`src/rtl/galois_cnt_pkg.sv`:
```
package galois_cnt_pkg;
  localparam int unsigned CNT_WIDTH = 11;
  localparam logic [CNT_WIDTH:0] CNT_POLY = 12'hA01;

  typedef struct packed {
    logic load;
    logic step;
  } ctrlStrobes_t;
endpackage

```
`src/rtl/galois_cnt_ctrl.sv`:
```
module galois_cnt_ctrl
  import galois_cnt_pkg::*;
(
  input  logic         loadStrobe,
  input  logic         stepEn,
  input  logic         stateZero,
  output ctrlStrobes_t strobes
);
  // A load wins over a step; the zero state is parked and never advanced.
  always_comb begin
    strobes.load = loadStrobe;
    strobes.step = stepEn && !loadStrobe && !stateZero;
  end
endmodule

```
`src/rtl/galois_cnt_datapath.sv`:
```
module galois_cnt_datapath
  import galois_cnt_pkg::*;
#(
  parameter int unsigned WIDTH = CNT_WIDTH,
  parameter logic [WIDTH:0] POLY = CNT_POLY
) (
  input  logic             clk,
  input  logic             rstN,
  input  ctrlStrobes_t     strobes,
  input  logic [WIDTH-1:0] loadValue,
  output logic [WIDTH-1:0] state,
  output logic             isZero,
  output logic             isTerm
);
  localparam logic [WIDTH-1:0] TAP  = POLY[WIDTH:1];
  localparam logic [WIDTH-1:0] TERM = '1;

  logic [WIDTH-1:0] stepped;

  // One XOR per bit: bit b takes the bit above it, flipped by the tap when
  // the bit leaving at the bottom is 1.
  genvar b;
  generate
    for (b = 0; b < WIDTH; b++) begin : g_bit
      if (b == WIDTH - 1) begin : g_top
        assign stepped[b] = TAP[b] & state[0];
      end else begin : g_mid
        assign stepped[b] = state[b+1] ^ (TAP[b] & state[0]);
      end
    end
  endgenerate

  always_ff @(posedge clk or negedge rstN) begin
    if (!rstN)             state <= '0;
    else if (strobes.load) state <= loadValue;
    else if (strobes.step) state <= stepped;
  end

  assign isZero = (state == '0);
  assign isTerm = (state == TERM);

  assert_load_R2: assert property (@(posedge clk) disable iff (!rstN)
    strobes.load |=> state == $past(loadValue));

  assert_hold_R4: assert property (@(posedge clk) disable iff (!rstN)
    (!strobes.load && !strobes.step) |=> $stable(state));

  assert_zero_park_R6: assert property (@(posedge clk) disable iff (!rstN)
    (isZero && !strobes.load) |=> isZero);

  assert_never_zero_R8: assert property (@(posedge clk) disable iff (!rstN)
    (!isZero && !strobes.load) |=> !isZero);

  assert_step_moves_R3: assert property (@(posedge clk) disable iff (!rstN)
    (strobes.step && !strobes.load) |=> state != $past(state));
endmodule

```
`src/rtl/galois_coarse_counter.sv`:
```
module galois_coarse_counter
  import galois_cnt_pkg::*;
#(
  parameter int unsigned WIDTH = CNT_WIDTH,
  parameter logic [WIDTH:0] POLY = CNT_POLY
) (
  input  logic             clk,
  input  logic             rstN,
  input  logic             loadStrobe,
  input  logic [WIDTH-1:0] startState,
  input  logic             stepEn,
  output logic             termCount,
  output logic [WIDTH-1:0] stateOut
);
  ctrlStrobes_t strobes;
  logic         stateZero;
  logic         stateTerm;

  galois_cnt_ctrl u_ctrl (
    .loadStrobe (loadStrobe),
    .stepEn     (stepEn),
    .stateZero  (stateZero),
    .strobes    (strobes)
  );

  galois_cnt_datapath #(.WIDTH(WIDTH), .POLY(POLY)) u_dp (
    .clk       (clk),
    .rstN      (rstN),
    .strobes   (strobes),
    .loadValue (startState),
    .state     (stateOut),
    .isZero    (stateZero),
    .isTerm    (stateTerm)
  );

  assign termCount = stateTerm || stateZero;

  assert_term_flag_R5: assert property (@(posedge clk) disable iff (!rstN)
    (loadStrobe && startState == '1) |=> termCount);
endmodule

```
`config.mk`:
```
export PLATFORM = sky130hd
export DESIGN_NAME = galois_coarse_counter
export DESIGN_NICKNAME = d
export VERILOG_FILES = /design/src/rtl/galois_cnt_pkg.sv /design/src/rtl/galois_cnt_ctrl.sv /design/src/rtl/galois_cnt_datapath.sv /design/src/rtl/galois_coarse_counter.sv
export SDC_FILE = /design/constraint.sdc
export NUM_CORES = 1
export LEC_CHECK = 0
export ABC_CLOCK_PERIOD_IN_PS = 3100
export BUFFER_PORTS_ARGS = -buffer_cell sky130_fd_sc_hd__buf_2
export CAP_MARGIN = 20
export CELL_PAD_IN_SITES_DETAIL_PLACEMENT = 0
export CELL_PAD_IN_SITES_GLOBAL_PLACEMENT = 1
export CORE_MARGIN = 2
export CORE_UTILIZATION = 37
export CTS_BUF_LIST = sky130_fd_sc_hd__clkbuf_4
export CTS_CLUSTER_SIZE = 25
export DETAILED_ROUTE_END_ITERATION = 12
export PLACE_DENSITY = 0.88
export REMOVE_ABC_BUFFERS = 1
export SLEW_MARGIN = 10
export SYNTH_ARGS = -nofsm -noshare
export SYNTH_HDL_FRONTEND = slang
export SYNTH_HIERARCHICAL = 1
export SYNTH_SLANG_ARGS = --single-unit
```
`constraint.sdc`:
```
create_clock -name clk -period 3.1 [get_ports clk]
set_clock_uncertainty 0.05 [all_clocks]
set_input_delay 0.775 -clock clk [delete_from_list [all_inputs] [get_ports clk]]
set_output_delay 0.775 -clock clk [all_outputs]
set_load 0.01 [all_outputs]
```
Word level (Yosys, flattened, before mapping):

Index checks and enable logic that the tools add are counted.

* register bits after elaboration: 11
* bits of input ports: 15
* output and inout port bits: 12
* word-level logic and storage cells: 12

* equality and inequality tests: 1
* multiplexer cells: 2
* bitwise logic cells: 1
* reduce and logical (&&, ||, !) cells: 7

Operator list (number)
* $mux 11: 2
* $eq 11x11->1 const B: 1
* $logic_not 11->1: 1
* $logic_and 1x1->1: 2
* $logic_not 1->1: 2
* $reduce_bool 2->1: 1
* $logic_or 1x1->1: 1
* $xor 1x1->1: 1

Longest topological paths before layout:

Gate-level depths: netlist of the first run.

* depth after elaboration: 5
* mapped depth: 6
* mapped depth without buffers: 5

Modules after synthesis:

The synthesis of the first run kept the hierarchy.

Modules (own cells, without submodules)
* galois_cnt_datapath: instances 1, cells an instance 57, area each 571.8 µm², seq. area each 275.3 µm²
* galois_cnt_ctrl: instances 1, cells an instance 2, area each 20.0 µm², seq. area each 0.0 µm²
* galois_coarse_counter: instances 1, cells an instance 1, area each 6.3 µm², seq. area each 0.0 µm²

Least setup slack after synthesis of the first run:

OpenSTA, ideal clock, no wires.

* path kind: register to output
* start: reg u_dp.state[6]
* end: out termCount
* data arrival time: 1.011 ns
* data required time: 2.275 ns
* path slack: 1.264 ns
* stages on the path, launching flop included: 4
* path buffers: 0
* cell sequence: dfrtp_1 > nor4_1 > and3_1 > or2_1

* longest elaborated chain between the ends: 2
* elaborated cells between the ends (all ways): 3
* those cells by class: eq/ne: 1; reduce/logical: 2

Ends and longest elaborated chain
* from (decl): RTL line galois_cnt_datapath.sv:11 `output logic [WIDTH-1:0] state,`
* from (signal assigned): RTL line galois_cnt_datapath.sv:35 `else if (strobes.load) state <= loadValue;`
* from (signal assigned): RTL line galois_cnt_datapath.sv:36 `else if (strobes.step) state <= stepped;`
* $logic_not 11->1: RTL line galois_cnt_datapath.sv:39 `assign isZero = (state == '0);`
* named net stateZero: RTL line galois_coarse_counter.sv:16 `logic stateZero;`
* $logic_or 1x1->1: RTL line galois_coarse_counter.sv:36 `assign termCount = stateTerm || stateZero;`
* to (decl): RTL line galois_coarse_counter.sv:12 `output logic termCount,`

The timed path passes the listed nets, and every way through them passes these cells.

Final worst setup path of the first run:

Ends and elaborated chain as after synthesis.

==> results.yml, run 1 <==
clock_network:
  clkLatencyLatePin_ns: 0.26
  cts_setup_buffers: 0
  cts_resized: 0
  clockRootBuffer: "clkbuf_4"
  htree_levels: 1
  numCtsBuffers: 3
  cts_tree: "built"
  cts.sinks: 11
  clk_pin_slew_ns: 0.07
  hold_buffers: 0
  cts_buffer_depth: 2
floorplan:
  ios: 27
  die_x_um: 44.2
  core_um2: 1510
  initial_core_util_pct: 39.7
  die_area_um2: 1950
  std_cell_rows: 14
  die_y_um: 44.2
sta:
  finalCriticalPeriod_ns: 2.29
  slew_headroom_pct: 76.2
  setup_slack_ns: 0.805
  holdWs_ns: 0.315
  finalCritPeriodShare_pct: 74.0
  finalSetupTns_ns: 0
  worstMarginPinSlew_ns: 0.357
  setup_violations: 0
  hold_viol: 0
  fmax_mhz: 436
  finalMaxSlewViolations: 0
  rsz0062_at_grt: "false"
worst_setup_path:
  crit-reg2reg-launch: "u_dp/state[6]"
  crit_path_start_kind: "flip-flop"
  worstPathArrival_ns: 1.47
  endpoint_kind: "output port"
  crit_required_ns: 2.27
  worst-r2r-setup-slack_ns: 1.30
  worstSetupStartpoint: "u_dp/state[6]"
  path_class: "reg -> out"
  crit_fanout: 5
final_layout:
  reg_top3: "u_dp/state (11)"
  finalNetCount: 103
  multi_input_area_um2: 294
  top_register: "u_dp/state"
  area_growth_pct: 26.6
  diodes: 0
  final_cells: 103
  seqCellArea_um2: 275
  drive_above_1_share_pct: 37.9
  fill_cells: 157
  largest_register_ffs: 11
grt:
  grt_pass1_wl_mm: 1.95
  grt_antenna_before_repair: 0
  first_global_vias: 441
  grt_max_degree: 25
  grt-ovfl-total: 0
  grt.total_usage_pct: 14.0
run_status:
  status: "completed"
place:
  io_buffers: 26
  dp_slack_ns: 1.13
  dp_hpwl_um: 939
  gp_congestion: 0.720
  placed_cells: 99
detailed_routing:
  drt_iter0_markers: 8
  drt_first_pass_iters: 4
  wl_mm: 1.28
  ant_nets: 0
  route.detailed.drc: 0
  routedWlPerCell_um: 12.4
  viasPerCell: 5.00
  vias: 515
pwr:
  power.density_nw_per_um2: 474
  p_leak_nw: 0.370
  ir_worst_vdd_mv: 0.221
logic_synthesis:
  yosys.area.top_type: "dfrtp_1"
  ys_ff_latch: 11
  synth_top_area_share_pct: 46.0
  synth_area_um2: 598
  synth_area_leaders: "dfrtp_1 (46%), mux2i_1 (17%), o21ai_1 (8.4%), nand2_1 (6.9%), nand4_1 (2.1%)"
  synthDistinctLibCells: 18
  ys_seq_area_share_pct: 46.0
  synth.avg_cell_area_um2: 9.97
  ys_warn_count: 6
  synthCells: 60
worst_hold_path:
  hold_path_class: "in -> async"
run:
  cap_violations: 0
## layout by cell type, fill, tap and decap left out
cell type	synthesis	final
nor3b_2	1	1
nand4_1	2	2
mux2i_1	10	10
o21ai_1	10	10
or2b_1	1	1
dfrtp_1	11	11
and3_1	1	1
nor4_1	2	2
clkbuf_4	0	4
buf_2	2	26
nand3_1	1	1
nor3_1	2	2
or2_1	1	1
buf_4	1	1
or3b_1	1	1
o211ai_2	1	1
nand2_1	11	11
xnor2_1	1	1
## power breakdown
group / internal (mW) / switching [mW]
registers: 0.159 / 0.0208
clock network: 0.0585 / 0.0466
logic: 0.0369 / 0.0376
total: 0.254 / 0.105
## Yosys cell counts
cell and n:
nand2_1 11, xnor2_1 1, o211ai_2 1, mux2i_1 10, nand4_1 2, or3b_1 1, nand3_1 1, dfrtp_1 11
nor3b_2 1, and3_1 1, or2_1 1, or2b_1 1, nor4_1 2, o21ai_1 10, nor3_1 2, buf_6 1
buf_4 1, buf_2 2
## path summary, 6_finish.rpt
check	depth (start not counted)	to
worst max-delay path	4	termCount
worst min-delay path	1	u_dp/state[1]
worst max register to register	6	u_dp/state[8]
worst min register to register	2	u_dp/state[1]
max in group asynchronous	1	u_dp/state[3]
min in group clk	2	u_dp/state[1]
## area by class of cell
class	count	share of cell area, %
Tap cell	16	2.64
Timing Repair Buffer	27	18.2
Multi-Input combinational cell	45	38.8
Sequential cell	11	36.4
Clock buffer	4	3.97
## routing by layer
layer	vias up	global-route usage (%)	routed length (um)	part of all wire, %
li1	267	-	-	-
met1	227	17.8	564	44
met2	19	21.5	603	47
met3	2	1.63	88	6.9
met4	0	10.9	19	1.5
met5	-	0	0	0
## cell families (layout without fill, tap and decap cells)
group           Yosys count  after routing  synth area share [%]
compound gates           11             11                  10.5
buf+inv                   4             31                  4.81
mux                      10             10                  16.7
simple gates             23             23                  20.5
flops                    11             11                  46.0
xor+xnor                  1              1                  1.46
## worst max-delay path, cell delays in order (launching register included)
cell and delay, ns:
dfrtp_1 0.44, nor4_1 0.30, and3_1 0.23, or2_1 0.11, buf_2 0.12
## metrics by stage
stage	total power, mW	util, %	area [um2]
final	0.359	50.2	757
after global routing	0.385	50.2	757
after CTS	0.366	50.2	757
after detailed placement	0.258	48.3	727
after global placement	0.256	48.3	727
after floorplan	0.218	-	569
Power figures use the tool's default switching activity.
==> inputs of run 2 (changes only) <==
--- a/config.mk
+++ b/config.mk
@@ -5,17 +5,17 @@
 export SDC_FILE = /design/constraint.sdc
 export NUM_CORES = 1
 export LEC_CHECK = 0
-export ABC_CLOCK_PERIOD_IN_PS = 3100
+export ABC_CLOCK_PERIOD_IN_PS = 2400
 export BUFFER_PORTS_ARGS = -buffer_cell sky130_fd_sc_hd__buf_2
 export CAP_MARGIN = 20
 export CELL_PAD_IN_SITES_DETAIL_PLACEMENT = 0
 export CELL_PAD_IN_SITES_GLOBAL_PLACEMENT = 1
 export CORE_MARGIN = 2
-export CORE_UTILIZATION = 37
+export CORE_UTILIZATION = 34
 export CTS_BUF_LIST = sky130_fd_sc_hd__clkbuf_4
 export CTS_CLUSTER_SIZE = 25
 export DETAILED_ROUTE_END_ITERATION = 12
-export PLACE_DENSITY = 0.88
+export PLACE_DENSITY = 0.82
 export REMOVE_ABC_BUFFERS = 1
 export SLEW_MARGIN = 10
 export SYNTH_ARGS = -nofsm -noshare
==> constraint.sdc (replaced) <==
create_clock -name clk -period 2.4 [get_ports clk]
set_clock_uncertainty 0.05 [all_clocks]
set_input_delay 0.6 -clock clk [delete_from_list [all_inputs] [get_ports clk]]
set_output_delay 0.6 -clock clk [all_outputs]
set_load 0.01 [all_outputs]
==> run 2 against run 1 <==
  * Setup slack worse by 0.48 ns
  * Worst hold slack worse by 0.18 ns
  * First-iteration DRC count down 63%
  * Cell count up 0.97%
  * Sequential share of layout area down 0.060 points
  * Sequential power up 29%
  * Non-clock buffer count unchanged
  * Core utilization down 5.4 points
  * Global-route usage down 1.8 points
  * Clock-buffer cell count unchanged
  * Critical path depth unchanged
==> results.yml, run 2 (same netlist as run 1, synthesis figures left out) <==
grt:
  grt_pass1_wl_mm: 1.75
  first_global_vias: 407
  grt-ovfl-total: 0
  grt.total_usage_pct: 12.2
  grt_max_degree: 25
  grt_antenna_before_repair: 0
place:
  dp_slack_ns: 0.609
  io_buffers: 26
  gp_congestion: 0.725
pwr:
  ir_worst_vdd_mv: 0.254
  p_leak_nw: 0.370
  p_int_mw: 0.328
  sw_frac_of_total_pct: 29.3
  switching_power_mw: 0.136
  power_frac_seq_pct: 49.7
  comb_power_share_pct: 20.9
  power.density_nw_per_um2: 612
  p_clk_share_pct: 29.4
worst_setup_path:
  crit_chain: "nor4_1, and3_1, or2_1, buf_2"
  path_class: "reg -> out"
  crit_required_ns: 1.75
  crit-reg2reg-launch: "u_dp/state[6]"
  worstSetupStartpoint: "u_dp/state[6]"
  crit_fanout: 5
  critical-path-top-delay-family: "simple AND/OR/NAND/NOR gates"
  cp_slowest_cell: "dfrtp_1"
  critPathMaxStageDelay_ns: 0.43
  path_buf_inv: 1
  endpoint_kind: "output port"
  worstPathArrival_ns: 1.42
  crit_path_start_kind: "flip-flop"
clock_network:
  clockRootBuffer: "clkbuf_4"
  cts.sinks: 11
  cts_buffer_depth: 2
  clk_pin_slew_ns: 0.07
  htree_levels: 1
  hold_buffers: 0
  clkLatencyLatePin_ns: 0.27
  cts_resized: 0
  cts_tree: "built"
  numCtsBuffers: 3
  cts_setup_buffers: 0
final_layout:
  final_common_cell: "buf_2"
  area_growth_pct: 26.8
  drive_above_1_share_pct: 37.9
  diodes: 0
  mostFrequentLayoutCells: "buf_2 (26), nand2_1 (11), dfrtp_1 (11), mux2i_1 (10), o21ai_1 (10)"
  reg_top3: "u_dp/state (11)"
  finalNetCount: 103
  top_register: "u_dp/state"
  largest_register_ffs: 11
floorplan:
  die_y_um: 45.9
  ios: 27
  initial_core_util_pct: 35.4
  die_x_um: 45.9
  die_area_um2: 2110
  core_um2: 1690
  std_cell_rows: 15
detailed_routing:
  wl_mm: 1.24
  viasPerCell: 5.00
  drt_first_pass_iters: 4
  ant_nets: 0
  vias: 520
  met2_wirelength_um: 566
  routed.top_layer: "met4"
  drt_iter0_markers: 3
  routedWlPerCell_um: 12.0
  dr_wl_met3_um: 65
  route.detailed.drc: 0
  met1_length_um: 594
sta:
  finalMaxSlewViolations: 0
  setup_slack_ns: 0.327
  setup_violations: 0
  rsz0062_at_grt: "false"
  holdWs_ns: 0.137
  finalSetupTns_ns: 0
  finalCritPeriodShare_pct: 86.4
  worstMarginPinSlew_ns: 0.377
  fmax_mhz: 482
  finalCriticalPeriod_ns: 2.07
  slew_headroom_pct: 74.9
  hold_viol: 0
run:
  cap_violations: 0
worst_hold_path:
  hold_path_class: "in -> async"
run_status:
  status: "completed"
==> run 2: cell counts in the layout (fill, tap and decap cells not counted) <==
Identical to the previous run, type by type.
==> run 2: power groups by stage <==
stage	logic [mW]	clock network [mW]	registers [mW]
3_5_place_dp	0.0976	0	0.234
6_report	0.0969	0.137	0.231
5_1_grt	0.107	0.150	0.235
4_1_cts	0.0982	0.144	0.231
3_3_place_gp	0.0968	0	0.233
2_1_floorplan	0.0424	0	0.239
==> run 2: worst register-to-register path: cells and delay by family (launching register included) <==
kind | cells | cell delay, ns
buffers and inverters | 1 | 0.21
DFF | 1 | 0.43
and+or+nand+nor | 4 | 0.92
AOI/OAI and AO/OA | 1 | 0.07
==> run 2: final cells by class <==
class	instances	area, um2
clock buffers	4	30.0
multi-input cells	45	294
fillers	173	931
repair buffers	27	138
well taps	17	21.3
flip-flops and latches	11	275
==> run 2: path summary, 6_finish.rpt <==
kind	end	slack (ns)	cells after the start
worst max-delay path	termCount	0.33	4
worst min-delay path	u_dp/state[8]	0.14	1
worst max register to register	u_dp/state[8]	0.65	6
worst min register to register	u_dp/state[7]	0.58	2
max in group asynchronous	u_dp/state[3]	1.96	1
min in group clk	u_dp/state[9]	0.49	3
==> run 2: stage by stage <==
step           area (um2)  total power, mW  util [%]  instances
6_report              758            0.464      44.9        104
5_1_grt               758            0.492      44.9        104
4_1_cts               758            0.473      44.9        104
3_5_place_dp          728            0.332      43.1        100
3_3_place_gp          728            0.330      43.1        100
2_1_floorplan         569            0.282         -         56
==> run 2: metal layers <==
layer | global-route usage [%] | vias to the layer above
met5 | 0 | -
met4 | 10.3 | 0
met3 | 2.38 | 2
met2 | 16.1 | 16
met1 | 16.6 | 235
li1 | - | 267
==> inputs of run 3 (changes only) <==
--- a/config.mk
+++ b/config.mk
@@ -15,10 +15,8 @@
 export CTS_BUF_LIST = sky130_fd_sc_hd__clkbuf_4
 export CTS_CLUSTER_SIZE = 25
 export DETAILED_ROUTE_END_ITERATION = 12
-export PLACE_DENSITY = 0.82
+export PLACE_DENSITY = 0.83
 export REMOVE_ABC_BUFFERS = 1
-export SLEW_MARGIN = 10
 export SYNTH_ARGS = -nofsm -noshare
 export SYNTH_HDL_FRONTEND = slang
-export SYNTH_HIERARCHICAL = 1
 export SYNTH_SLANG_ARGS = --single-unit
==> run 3 against run 2 <==
  * Maximum frequency up 1.7%
  * Synthesized cell count stayed put
  * Sequential cell count unchanged
  * Setup slack better by 0.035 ns
  * Via count fell by 0.96%
  * Synthesized area decreased by 1.5%
  * Highest routed layer is now met3
  * Global-route usage is 0.95 points higher
  * Cell count is the same
  * Core utilization is 0.13 points higher
  * Clock-buffer cell count did not move
  * Register-to-register slack better by 0.58 ns
  * Critical path depth did not move
==> results.yml, run 3 <==
run_status:
  status: "completed"
detailed_routing:
  ant_nets: 0
  route.detailed.drc: 0
  drt_first_pass_iters: 5
  vias: 515
  drt_iter0_markers: 2
  wl_mm: 1.33
  viasPerCell: 4.95
  routedWlPerCell_um: 12.8
sta:
  finalCriticalPeriod_ns: 2.04
  finalSetupTns_ns: 0
  hold_viol: 0
  finalMaxSlewViolations: 0
  fmax_mhz: 491
  slew_headroom_pct: 78.1
  setup_violations: 0
  rsz0062_at_grt: "false"
  finalCritPeriodShare_pct: 84.9
  worstMarginPinSlew_ns: 0.329
  holdWs_ns: 0.145
logic_synthesis:
  yosys.area.top_type: "dfrtp_1"
  synth-compound-area-share_pct: 15.3
  ys_ff_latch: 11
  yosys-mux-area-fraction_pct: 15.3
  ys_seq_area_share_pct: 46.7
  synth.avg_cell_area_um2: 9.82
  ys_async_sr_fraction_pct: 100
  synthDistinctLibCells: 18
  ys_warn_count: 0
  synth_adder_area_share_pct: 0
  synthCells: 60
  yosys-top-cells-count: "dfrtp_1 (11), nand2_1 (11), o21ai_0 (10), mux2i_1 (9), a21oi_1 (3)"
  synth_edf_count: 0
  synth_area_leaders: "dfrtp_1 (47%), mux2i_1 (15%), o21ai_0 (8.5%), nand2_1 (7.0%), nor4_4 (3.6%)"
  synth_area_um2: 589
  synth_ff_type: "dfrtp_1"
  synthSimpleGateAreaFrac_pct: 18.0
  synthXorXnorAreaFrac_pct: 1.49
  synth_top_area_share_pct: 46.7
  synth_top_family_by_area: "simple AND/OR/NAND/NOR gates"
pwr:
  power_frac_seq_pct: 50.5
  comb_power_share_pct: 20.9
  sw_frac_of_total_pct: 30.1
  ir_worst_vdd_mv: 0.338
  switching_power_mw: 0.142
  p_int_mw: 0.330
  p_leak_nw: 0.377
  p_clk_share_pct: 28.6
  power.density_nw_per_um2: 627
worst_setup_path:
  reg2reg_to: "u_dp.state[10]"
  worstPathArrival_ns: 1.39
  crit_fanout: 5
  crit_required_ns: 1.75
  worstSetupStartpoint: "u_dp.state[7]"
  path_class: "reg -> out"
  crit_path_start_kind: "flip-flop"
  crit-reg2reg-launch: "u_dp.state[7]"
  reg2reg_depth: 3
  worst-r2r-setup-slack_ns: 1.23
  endpoint_kind: "output port"
floorplan:
  die_x_um: 45.6
  initial_core_util_pct: 35.3
  std_cell_rows: 15
  die_y_um: 45.6
  die_area_um2: 2080
  ios: 27
  core_um2: 1670
final_layout:
  mostFrequentLayoutCells: "buf_2 (26), nand2_1 (11), dfrtp_1 (11), o21ai_0 (10), mux2i_1 (9)"
  seqCellArea_um2: 275
  largest_register_ffs: 11
  diodes: 0
  finalNetCount: 103
  final_common_cell: "buf_2"
  reg_top3: "u_dp.state (11)"
  multi_input_area_um2: 295
  area_growth_pct: 27.6
  fill_cells: 161
  drive_above_1_share_pct: 36.8
  top_register: "u_dp.state"
grt:
  grt_max_degree: 24
  met1_usage_pct: 17.8
  first_global_vias: 448
  grt.total_usage_pct: 13.2
  busiest_layer: "met2"
  grt_antenna_before_repair: 0
  gr-usage-met3_pct: 2.38
  grt-ovfl-total: 0
  met2_usage_pct: 19.7
  grt_pass1_wl_mm: 1.93
place:
  dp_hpwl_um: 978
  gp_congestion: 0.777
  io_buffers: 26
clock_network:
  clkLatencyLatePin_ns: 0.26
  cts_tree: "built"
  cts_setup_buffers: 0
  cts_resized: 0
  htree_levels: 1
  numCtsBuffers: 3
  clk_pin_slew_ns: 0.07
  cts.sinks: 11
  clockRootBuffer: "clkbuf_4"
  cts_buffer_depth: 2
  hold_buffers: 0
run:
  cap_violations: 0
worst_hold_path:
  hold_path_class: "in -> async"
==> run 3: cell types whose count changed after synthesis, moves of 2 or more <==
cell,delta
a21oi_1,+3
buf_2,-2
clkbuf_1,+2
o21ai_0,+10
o21ai_1,-10
==> run 3: worst max-delay path by stage <==
stage           endpoint  depth (start not counted)
4_1_cts        termCount                          4
3_3_place_gp   termCount                          4
6_report       termCount                          4
2_1_floorplan  termCount                          3
3_5_place_dp   termCount                          4
5_1_grt        termCount                          4
==> run 3: worst max-delay path, stage by stage (launching register included) <==
cell	delay [ns]
dfrtp_1	0.44
nor4_4	0.31
nand3_1	0.13
o31ai_1	0.08
buf_2	0.17
==> run 3: area by class of cell <==
class,count,share of cell area [%]
clock buffers,4,3.99
multi-input cells,46,39.3
flip-flops and latches,11,36.6
well taps,17,2.83
repair buffers,26,17.3
==> run 3: through the flow <==
step                std cells  instance area (um2)  setup WS (ns)  power [mW]  utilization, %
detailed placement        100                  722          0.646       0.342            43.2
CTS                       104                  752          0.349       0.478            45.0
finish                    104                  752          0.363       0.472            45.0
floorplan                  57                  571          0.772       0.287               -
global route              104                  752          0.250       0.501            45.0
global placement          100                  722          0.666       0.340            43.2
==> run 3: power groups by stage <==
stage	Sequential (mW)	Clock, mW	Combinational (mW)
floorplan	0.247	0	0.0400
global placement	0.240	0	0.0996
detailed placement	0.242	0	0.100
CTS	0.239	0.139	0.101
global route	0.242	0.147	0.111
finish	0.238	0.135	0.0986
==> run 3: metal layers <==
metal | share of wire [%] | up-vias
met1 | 51 | 226
li1 | - | 273
met2 | 44 | 16
met3 | 4.8 | 0
met4 | 0 | 0
met5 | 0 | -
==> run 3: cells by family (layout without fill, tap and decap cells) <==
family / Yosys count / after routing
multiplexers: 9 / 9
flip-flops: 11 / 11
AND/OR/NAND/NOR: 20 / 20
AO/OA/AOI/OAI: 16 / 16
buffers and inverters: 3 / 30
XOR/XNOR: 1 / 1
